==> config.mk <==
export PLATFORM = sky130hd
export DESIGN_NAME = irq_route_regbank
export DESIGN_NICKNAME = d
export VERILOG_FILES = /design/src/rtl/irq_route_pkg.sv /design/src/rtl/irq_route_ctrl.sv /design/src/rtl/irq_route_dp.sv /design/src/rtl/irq_route_regbank.sv
export SDC_FILE = /design/constraint.sdc
export NUM_CORES = 1
export LEC_CHECK = 0
export ABC_AREA = 1
export BUFFER_PORTS_ARGS = -buffer_cell sky130_fd_sc_hd__buf_2
export CORE_AREA = 2 2 635 637
export CTS_CLUSTER_DIAMETER = 60
export DETAILED_ROUTE_END_ITERATION = 7
export DIE_AREA = 0 0 637 639
export PLACE_DENSITY = 0.32
export SYNTH_ARGS = -nofsm -noshare
export SYNTH_HDL_FRONTEND = slang
export SYNTH_HIERARCHICAL = 1
export SYNTH_SLANG_ARGS = --single-unit
export TNS_END_PERCENT = 10
==> constraint.sdc <==
create_clock -name clk -period 2.82 [get_ports clk]
set_input_delay 0.141 -clock clk [delete_from_list [all_inputs] [get_ports clk]]
set_output_delay 0.141 -clock clk [all_outputs]
set_load 0.05 [all_outputs]
==> src/rtl/irq_route_pkg.sv <==
package irq_route_pkg;

  localparam logic [31:0] TBL_BASE     = 32'h0000_0010;
  localparam logic [31:0] IDX_ID       = 32'h0000_0000;
  localparam logic [31:0] IDX_VER      = 32'h0000_0001;
  localparam logic [31:0] IDX_ARB      = 32'h0000_0002;
  localparam logic [31:0] LO_KEEP      = 32'h0001_FFFF;
  localparam logic [31:0] HI_KEEP      = 32'hFF00_0000;
  localparam int          OFS_SEL      = 0;
  localparam int          OFS_DATA     = 16;
  localparam logic [2:0]  ACCESS_BYTES = 3'd4;

  typedef enum logic [2:0] {
    SRC_NONE,
    SRC_SEL,
    SRC_ID,
    SRC_VER,
    SRC_ARB,
    SRC_TBL
  } rdSrcT;

  typedef struct packed {
    logic  wrSel;
    logic  wrId;
    logic  wrArb;
    logic  wrTbl;
    logic  tblHalf;
    logic  rdEn;
    rdSrcT rdSrc;
  } regCtrlT;

endpackage

==> src/rtl/irq_route_ctrl.sv <==
module irq_route_ctrl
  import irq_route_pkg::*;
#(
  parameter int NUM_LINES  = 24,
  parameter int BUS_ADDR_W = 8,
  localparam int IDX_W     = (NUM_LINES > 1) ? $clog2(NUM_LINES) : 1
) (
  input  logic                  clk,
  input  logic                  rstN,
  input  logic                  busValid,
  input  logic                  busWrite,
  input  logic [BUS_ADDR_W-1:0] busAddr,
  input  logic [2:0]            busSize,
  input  logic [31:0]           selReg,
  output regCtrlT               strobes,
  output logic [IDX_W-1:0]      tblIdx,
  output logic                  busErr
);

  localparam logic [31:0] TBL_LIMIT = TBL_BASE + 32'(2 * NUM_LINES);

  logic        atSel;
  logic        atData;
  logic        legal;
  logic        inTable;
  logic [31:0] tblOff;

  always_comb begin
    atSel   = (busAddr == BUS_ADDR_W'(OFS_SEL));
    atData  = (busAddr == BUS_ADDR_W'(OFS_DATA));
    legal   = (busSize == ACCESS_BYTES) && (atSel || atData);
    inTable = (selReg >= TBL_BASE) && (selReg < TBL_LIMIT);
    tblOff  = selReg - TBL_BASE;
    tblIdx  = IDX_W'(tblOff >> 1);
  end

  always_comb begin
    strobes         = '0;
    strobes.rdSrc   = SRC_NONE;
    strobes.tblHalf = tblOff[0];
    if (busValid && legal) begin
      if (atSel) begin
        if (busWrite) begin
          strobes.wrSel = 1'b1;
        end else begin
          strobes.rdEn  = 1'b1;
          strobes.rdSrc = SRC_SEL;
        end
      end else if (busWrite) begin
        if (selReg == IDX_ID)       strobes.wrId  = 1'b1;
        else if (selReg == IDX_ARB) strobes.wrArb = 1'b1;
        else if (inTable)           strobes.wrTbl = 1'b1;
      end else begin
        strobes.rdEn = 1'b1;
        if (selReg == IDX_ID)       strobes.rdSrc = SRC_ID;
        else if (selReg == IDX_VER) strobes.rdSrc = SRC_VER;
        else if (selReg == IDX_ARB) strobes.rdSrc = SRC_ARB;
        else if (inTable)           strobes.rdSrc = SRC_TBL;
        else                        strobes.rdSrc = SRC_NONE;
      end
    end
  end

  always_ff @(posedge clk) begin
    if (!rstN) busErr <= 1'b0;
    else       busErr <= busValid && !legal;
  end

  AST_VER_NO_WRITE: assert property (@(posedge clk) disable iff (!rstN)
    (busValid && busWrite && atData && busSize == ACCESS_BYTES && selReg == IDX_VER)
      |-> !(strobes.wrId || strobes.wrArb || strobes.wrTbl || strobes.wrSel))
    else $error("version register accepted a write");

  AST_BAD_NO_STROBE: assert property (@(posedge clk) disable iff (!rstN)
    (busValid && busSize != ACCESS_BYTES) |-> !(strobes.rdEn || strobes.wrSel || strobes.wrTbl))
    else $error("illegal size produced a strobe");

endmodule

==> src/rtl/irq_route_dp.sv <==
module irq_route_dp
  import irq_route_pkg::*;
#(
  parameter int         NUM_LINES = 24,
  parameter logic [3:0] INIT_ID   = 4'h1,
  parameter logic [7:0] VERSION   = 8'h11,
  localparam int        IDX_W     = (NUM_LINES > 1) ? $clog2(NUM_LINES) : 1
) (
  input  logic                     clk,
  input  logic                     rstN,
  input  regCtrlT                  strobes,
  input  logic [IDX_W-1:0]         tblIdx,
  input  logic [31:0]              busWdata,
  output logic [31:0]              selReg,
  output logic [31:0]              busRdata,
  output logic                     busRvalid,
  output logic [64*NUM_LINES-1:0]  routeEntries
);

  localparam logic [31:0] VER_WORD = {8'h00, 8'(NUM_LINES - 1), 8'h00, VERSION};

  logic [3:0]  idReg;
  logic [3:0]  arbReg;
  logic [31:0] tblLo [NUM_LINES];
  logic [31:0] tblHi [NUM_LINES];
  logic [31:0] rdNext;

  always_ff @(posedge clk) begin
    if (!rstN) begin
      selReg <= '0;
      idReg  <= INIT_ID;
      arbReg <= INIT_ID;
    end else begin
      if (strobes.wrSel) selReg <= busWdata;
      if (strobes.wrId)  idReg  <= busWdata[27:24];
      if (strobes.wrArb) arbReg <= busWdata[27:24];
    end
  end

  for (genvar g = 0; g < NUM_LINES; g++) begin : gLine
    logic hit;
    assign hit = strobes.wrTbl && (tblIdx == IDX_W'(g));

    always_ff @(posedge clk) begin
      if (!rstN) begin
        tblLo[g] <= '0;
        tblHi[g] <= '0;
      end else if (hit) begin
        if (strobes.tblHalf) tblHi[g] <= busWdata & HI_KEEP;
        else                 tblLo[g] <= busWdata & LO_KEEP;
      end
    end

    assign routeEntries[64*g +: 64] = {tblHi[g], tblLo[g]};
  end

  always_comb begin
    case (strobes.rdSrc)
      SRC_SEL: rdNext = selReg;
      SRC_ID:  rdNext = {4'h0, idReg, 24'h0};
      SRC_VER: rdNext = VER_WORD;
      SRC_ARB: rdNext = {4'h0, arbReg, 24'h0};
      SRC_TBL: rdNext = strobes.tblHalf ? tblHi[tblIdx] : tblLo[tblIdx];
      default: rdNext = '0;
    endcase
  end

  always_ff @(posedge clk) begin
    if (!rstN) begin
      busRdata  <= '0;
      busRvalid <= 1'b0;
    end else begin
      busRdata  <= strobes.rdEn ? rdNext : '0;
      busRvalid <= strobes.rdEn;
    end
  end

  AST_SEL_HOLD: assert property (@(posedge clk) disable iff (!rstN)
    !strobes.wrSel |=> $stable(selReg))
    else $error("select changed without a select write");

  AST_ID_HOLD: assert property (@(posedge clk) disable iff (!rstN)
    !strobes.wrId |=> $stable(idReg))
    else $error("identity changed without a write");

  AST_ARB_HOLD: assert property (@(posedge clk) disable iff (!rstN)
    !strobes.wrArb |=> $stable(arbReg))
    else $error("arbitration identity changed without a write");

  AST_LO_RESERVED: assert property (@(posedge clk) disable iff (!rstN)
    (strobes.wrTbl && !strobes.tblHalf) |=> ((tblLo[$past(tblIdx)] & ~LO_KEEP) == 32'h0))
    else $error("lower word kept reserved bits");

  AST_HI_RESERVED: assert property (@(posedge clk) disable iff (!rstN)
    (strobes.wrTbl && strobes.tblHalf) |=> ((tblHi[$past(tblIdx)] & ~HI_KEEP) == 32'h0))
    else $error("upper word kept reserved bits");

endmodule

==> src/rtl/irq_route_regbank.sv <==
module irq_route_regbank
  import irq_route_pkg::*;
#(
  parameter int         NUM_LINES  = 24,
  parameter int         BUS_ADDR_W = 8,
  parameter logic [3:0] INIT_ID    = 4'h1,
  parameter logic [7:0] VERSION    = 8'h11
) (
  input  logic                    clk,
  input  logic                    rstN,
  input  logic                    busValid,
  input  logic                    busWrite,
  input  logic [BUS_ADDR_W-1:0]   busAddr,
  input  logic [2:0]              busSize,
  input  logic [31:0]             busWdata,
  output logic [31:0]             busRdata,
  output logic                    busRvalid,
  output logic                    busErr,
  output logic [64*NUM_LINES-1:0] routeEntries
);

  localparam int IDX_W = (NUM_LINES > 1) ? $clog2(NUM_LINES) : 1;

  regCtrlT          strobes;
  logic [IDX_W-1:0] tblIdx;
  logic [31:0]      selReg;

  irq_route_ctrl #(
    .NUM_LINES (NUM_LINES),
    .BUS_ADDR_W(BUS_ADDR_W)
  ) uCtrl (
    .clk     (clk),
    .rstN    (rstN),
    .busValid(busValid),
    .busWrite(busWrite),
    .busAddr (busAddr),
    .busSize (busSize),
    .selReg  (selReg),
    .strobes (strobes),
    .tblIdx  (tblIdx),
    .busErr  (busErr)
  );

  irq_route_dp #(
    .NUM_LINES(NUM_LINES),
    .INIT_ID  (INIT_ID),
    .VERSION  (VERSION)
  ) uDp (
    .clk         (clk),
    .rstN        (rstN),
    .strobes     (strobes),
    .tblIdx      (tblIdx),
    .busWdata    (busWdata),
    .selReg      (selReg),
    .busRdata    (busRdata),
    .busRvalid   (busRvalid),
    .routeEntries(routeEntries)
  );

  AST_READ_RETURNS: assert property (@(posedge clk) disable iff (!rstN)
    (busValid && !busWrite && busSize == ACCESS_BYTES && busAddr == BUS_ADDR_W'(OFS_DATA))
      |=> busRvalid)
    else $error("legal read without valid return");

  AST_WRITE_NO_RVALID: assert property (@(posedge clk) disable iff (!rstN)
    (busValid && busWrite) |=> !busRvalid)
    else $error("write produced read valid");

  AST_ERR_EXCLUDES_RVALID: assert property (@(posedge clk) disable iff (!rstN)
    busErr |-> !busRvalid)
    else $error("error and read valid together");

endmodule

==> flow_summary.json <==
{
  "synth_adder_area_share": 0.000665,
  "p_leak_nw": 21.1,
  "routed_wl_um": 216000,
  "slew_violations": 0,
  "cts_max_path_buffers": 3,
  "clkPwrFrac": 0.392,
  "track_usage": 0.0998,
  "path_depth": 12,
  "max_slew.worst_pin.slew_ns": 1.14,
  "postSynthAreaPerCell_um2": 8.68,
  "comb_power_share": 0.208,
  "rows": 233,
  "peakVddDrop_mv": 0.465,
  "outcome": "finished, final reports clean",
  "rr_worst_depth": 12,
  "synth_flop_cell": "edfxtp_1",
  "layout_min_cycle_time_ns": 2.70,
  "cp_cell_sequence": "clkinvlp_4, nand4_1, nand3b_1, nand4_1, nor2_1, buf_4, nand2_8, nor3_4, buf_6, nand3_1, nand2_2, buf_12",
  "critPathMaxStageDelay_ns": 0.50,
  "cts_tree": "yes",
  "final_util": 0.124,
  "dieArea_mm2": 0.407,
  "reg2reg_from": "uDp/selReg[1]$_SDFFE_PN0P_",
  "path_buf_inv": 4,
  "min_path_type": "in -> reg",
  "cp-startpoint": "uDp/selReg[1]$_SDFFE_PN0P_",
  "maxCapViolations": 0,
  "place.gp.congestion": 0.815,
  "synth-compound-area-share": 0.0253,
  "fin_crit_sh": 0.959,
  "hold_viol": 0,
  "ctsRootBufferMaster": "clkbuf_16",
  "antenna_left": 0,
  "netSwitchingPower_w": 0.0111,
  "drtIter0Drc": 2027,
  "finalNetCount": 5193,
  "clk_pin_slew_ns": 0.06,
  "synth_cells": 4339,
  "internal_power_w": 0.0184,
  "grt_max_degree": 64,
  "synth_cell_type_count": 32,
  "min-delay-start": "rstN",
  "min_path_cells": 3,
  "sw_frac_of_total": 0.377,
  "fillCellCount": 46000,
  "crit_fanout": 12,
  "setup_ws_ns": 0.116,
  "seqPwrFrac": 0.400,
  "grt_pass1_wl_um": 273000,
  "synth_edf_count": 600,
  "finalClockSkew_ns": 0.0691,
  "synth_async_sr_flop_share": 0,
  "synth_mux_area_frac": 0,
  "fmax_mhz": 370,
  "rsz0062_at_grt": "yes",
  "total_power_w": 0.0295,
  "io_pins": 1617,
  "cp.required_ns": 3.22,
  "dp_hpwl_um": 172000,
  "netlist_area_mm2": 0.0376,
  "finalSetupViolations": 0,
  "firstDrtPassIters": 5,
  "drc": 0,
  "cp-start-kind": "flop",
  "synthSimpleGateAreaFrac": 0.233,
  "wl_per_cell_um": 20.5,
  "die_w_um": 637,
  "viasPerCell": 2.89,
  "core_mm2": 0.401,
  "die_h_um": 639,
  "start_util": 0.0939,
  "end_kind": "flop",
  "port_buffers": 680,
  "vias": 30300,
  "arrival_ns": 3.10,
  "cpMostUsedCell": "nand4_1",
  "overflow": 0,
  "synth_area_leaders": "edfxtp_1 48%, buf_4 19%, nand2_1 13%",
  "drive_gt1_frac": 0.224,
  "cp_slowest_cell": "dfxtp_4",
  "yosysTopAreaCellShare": 0.479,
  "clock_latency_ns": 0.73,
  "yosys.area_share.xor_xnor": 0,
  "cts_buffers": 86,
  "synth_seq_cells": 674,
  "grt_pass1_vias": 28300,
  "antenna_found_initial": 8,
  "cts.htree.levels": 3,
  "pre_cts_slack_ns": -0.0476,
  "syn_to_final_growth_pct": 31.7,
  "synth_top_family_by_area": "simple AND/OR/NAND/NOR gates",
  "crit_family": "simple AND/OR/NAND/NOR gates",
  "clkSinkCount": 674,
  "yosysSeqAreaShare": 0.518,
  "yosysWarningCount": 6,
  "slew_headroom": 0.240,
  "powerDensity_mw_per_mm2": 595,
  "timing_worst_setup_path_type": "reg -> reg",
  "synth_top_area_cell": "edfxtp_1"
}
layout make-up:
type | count | area (um2) | share of cell area
diodes | 1 | 2.50 | 0.0000505
clock buffers | 100 | 2270 | 0.0458
clock inverters | 62 | 687 | 0.0138
inverters | 102 | 397 | 0.00800
multi-input cells | 3319 | 13400 | 0.271
flip-flops and latches | 674 | 19500 | 0.394
well taps | 5287 | 6620 | 0.133
repair buffers | 961 | 6680 | 0.135
power by group through the flow:
stage / combinational, W / sequential, W / clock (W)
final: 0.00614 / 0.0118 / 0.0116
after global routing: 0.00638 / 0.0118 / 0.0122
after CTS: 0.00621 / 0.0118 / 0.0119
after detailed placement: 0.00618 / 0.0120 / 0
after global placement: 0.00619 / 0.0120 / 0
after floorplan: 0.00419 / 0.0133 / 0
registers in the layout, indices dropped and copies added, names as in the netlist:
signal / flops
uDp/busRvalid: 1
uDp/idReg: 4
uDp/busRdata: 32
uDp/tblHi: 192
uDp/tblLo: 408
uDp/selReg: 32
uCtrl/busErr: 1
uDp/arbReg: 4
Yosys cell counts (25+ instances only):
| library cell | instances |
|---|---|
| nand4_1 | 95 |
| clkbuf_1 | 159 |
| buf_2 | 50 |
| nand3_1 | 79 |
| o21ai_0 | 63 |
| buf_4 | 944 |
| inv_1 | 74 |
| nand2_1 | 1315 |
| dfxtp_1 | 74 |
| edfxtp_1 | 600 |
| clkinv_1 | 26 |
| nor2_1 | 671 |
| a21oi_1 | 117 |
| buf_1 | 25 |
cells by family (layout without fill, tap and decap cells):
group / count (synthesis) / count (layout)
DFF: 674 / 674
adders and majority gates: 2 / 2
other: 1 / 937
buffers and inverters: 1281 / 1225
AOI/OAI and AO/OA: 186 / 186
and+or+nand+nor: 2195 / 2195
per-stage QoR:
step           instances  instance area (um2)  hold WS (ns)  TNS, ns
2_1_floorplan       5274                41200         0.271        0
3_3_place_gp       10300                46200         0.401    -6.56
3_5_place_dp       10300                46200         0.403    -1.71
4_1_cts            10500                49400       0.00162        0
5_1_grt            10500                49600        0.0463   -0.175
6_report           10500                49600        0.0410        0
layout by cell type, fill, tap and decap left out, drive strengths merged, types with 4 or more instances in the layout:
| master | n |
|---|---|
| nand4 | 103 |
| clkinvlp | 5 |
| conb | 936 |
| buf | 946 |
| a21oi | 117 |
| nand3 | 79 |
| clkbuf | 101 |
| dlygate4sd3 | 14 |
| inv | 97 |
| dfxtp | 74 |
| nor3 | 16 |
| edfxtp | 600 |
| a221oi | 4 |
| nor2 | 673 |
| clkinv | 56 |
| nand2 | 1316 |
| o21ai | 63 |
| bufinv | 6 |
worst register-to-register path, stage by stage, from the launching register on:
cell,delay (ns)
dfxtp_4,0.50
clkinvlp_4,0.22
nand4_1,0.12
nand3b_1,0.12
nand4_1,0.08
nor2_1,0.14
buf_4,0.18
nand2_8,0.10
nor3_4,0.29
buf_6,0.16
nand3_1,0.08
nand2_2,0.20
buf_12,0.19
path summary, 6_finish.rpt:
kind | endpoint | slack, ns
setup reg to reg | uDp/tblLo[8][9]$_SDFFCE_PN0P_ | 0.12
setup / recovery | uDp/tblLo[8][9]$_SDFFCE_PN0P_ | 0.12
hold / removal | uDp/selReg[0]$_SDFFE_PN0P_ | 0.04
hold reg to reg | uDp/busRdata[14]$_SDFF_PN0_ | 0.45
what timing repair did:
| item | CTS | global route |
|---|---|---|
| resized for setup | 5 | 47 |
| setup buffers | 2 | 11 |
| cloned | 0 | 1 |
| setup endpoints to repair | 100 | 517 |
| pin swaps | 1 | 8 |
| hold endpoints to repair | 27 | 0 |
| hold buffers | 14 | 0 |
per-layer routing:
layer / wire length (um) / share of wire / track usage
met1: 74400 / 0.34 / 0.103
met2: 115000 / 0.53 / 0.188
met3: 16000 / 0.074 / 0.0251
met4: 10600 / 0.049 / 0.0460
met5: 0 / 0 / 0
Note: power is estimated with default switching activity, not from simulation.
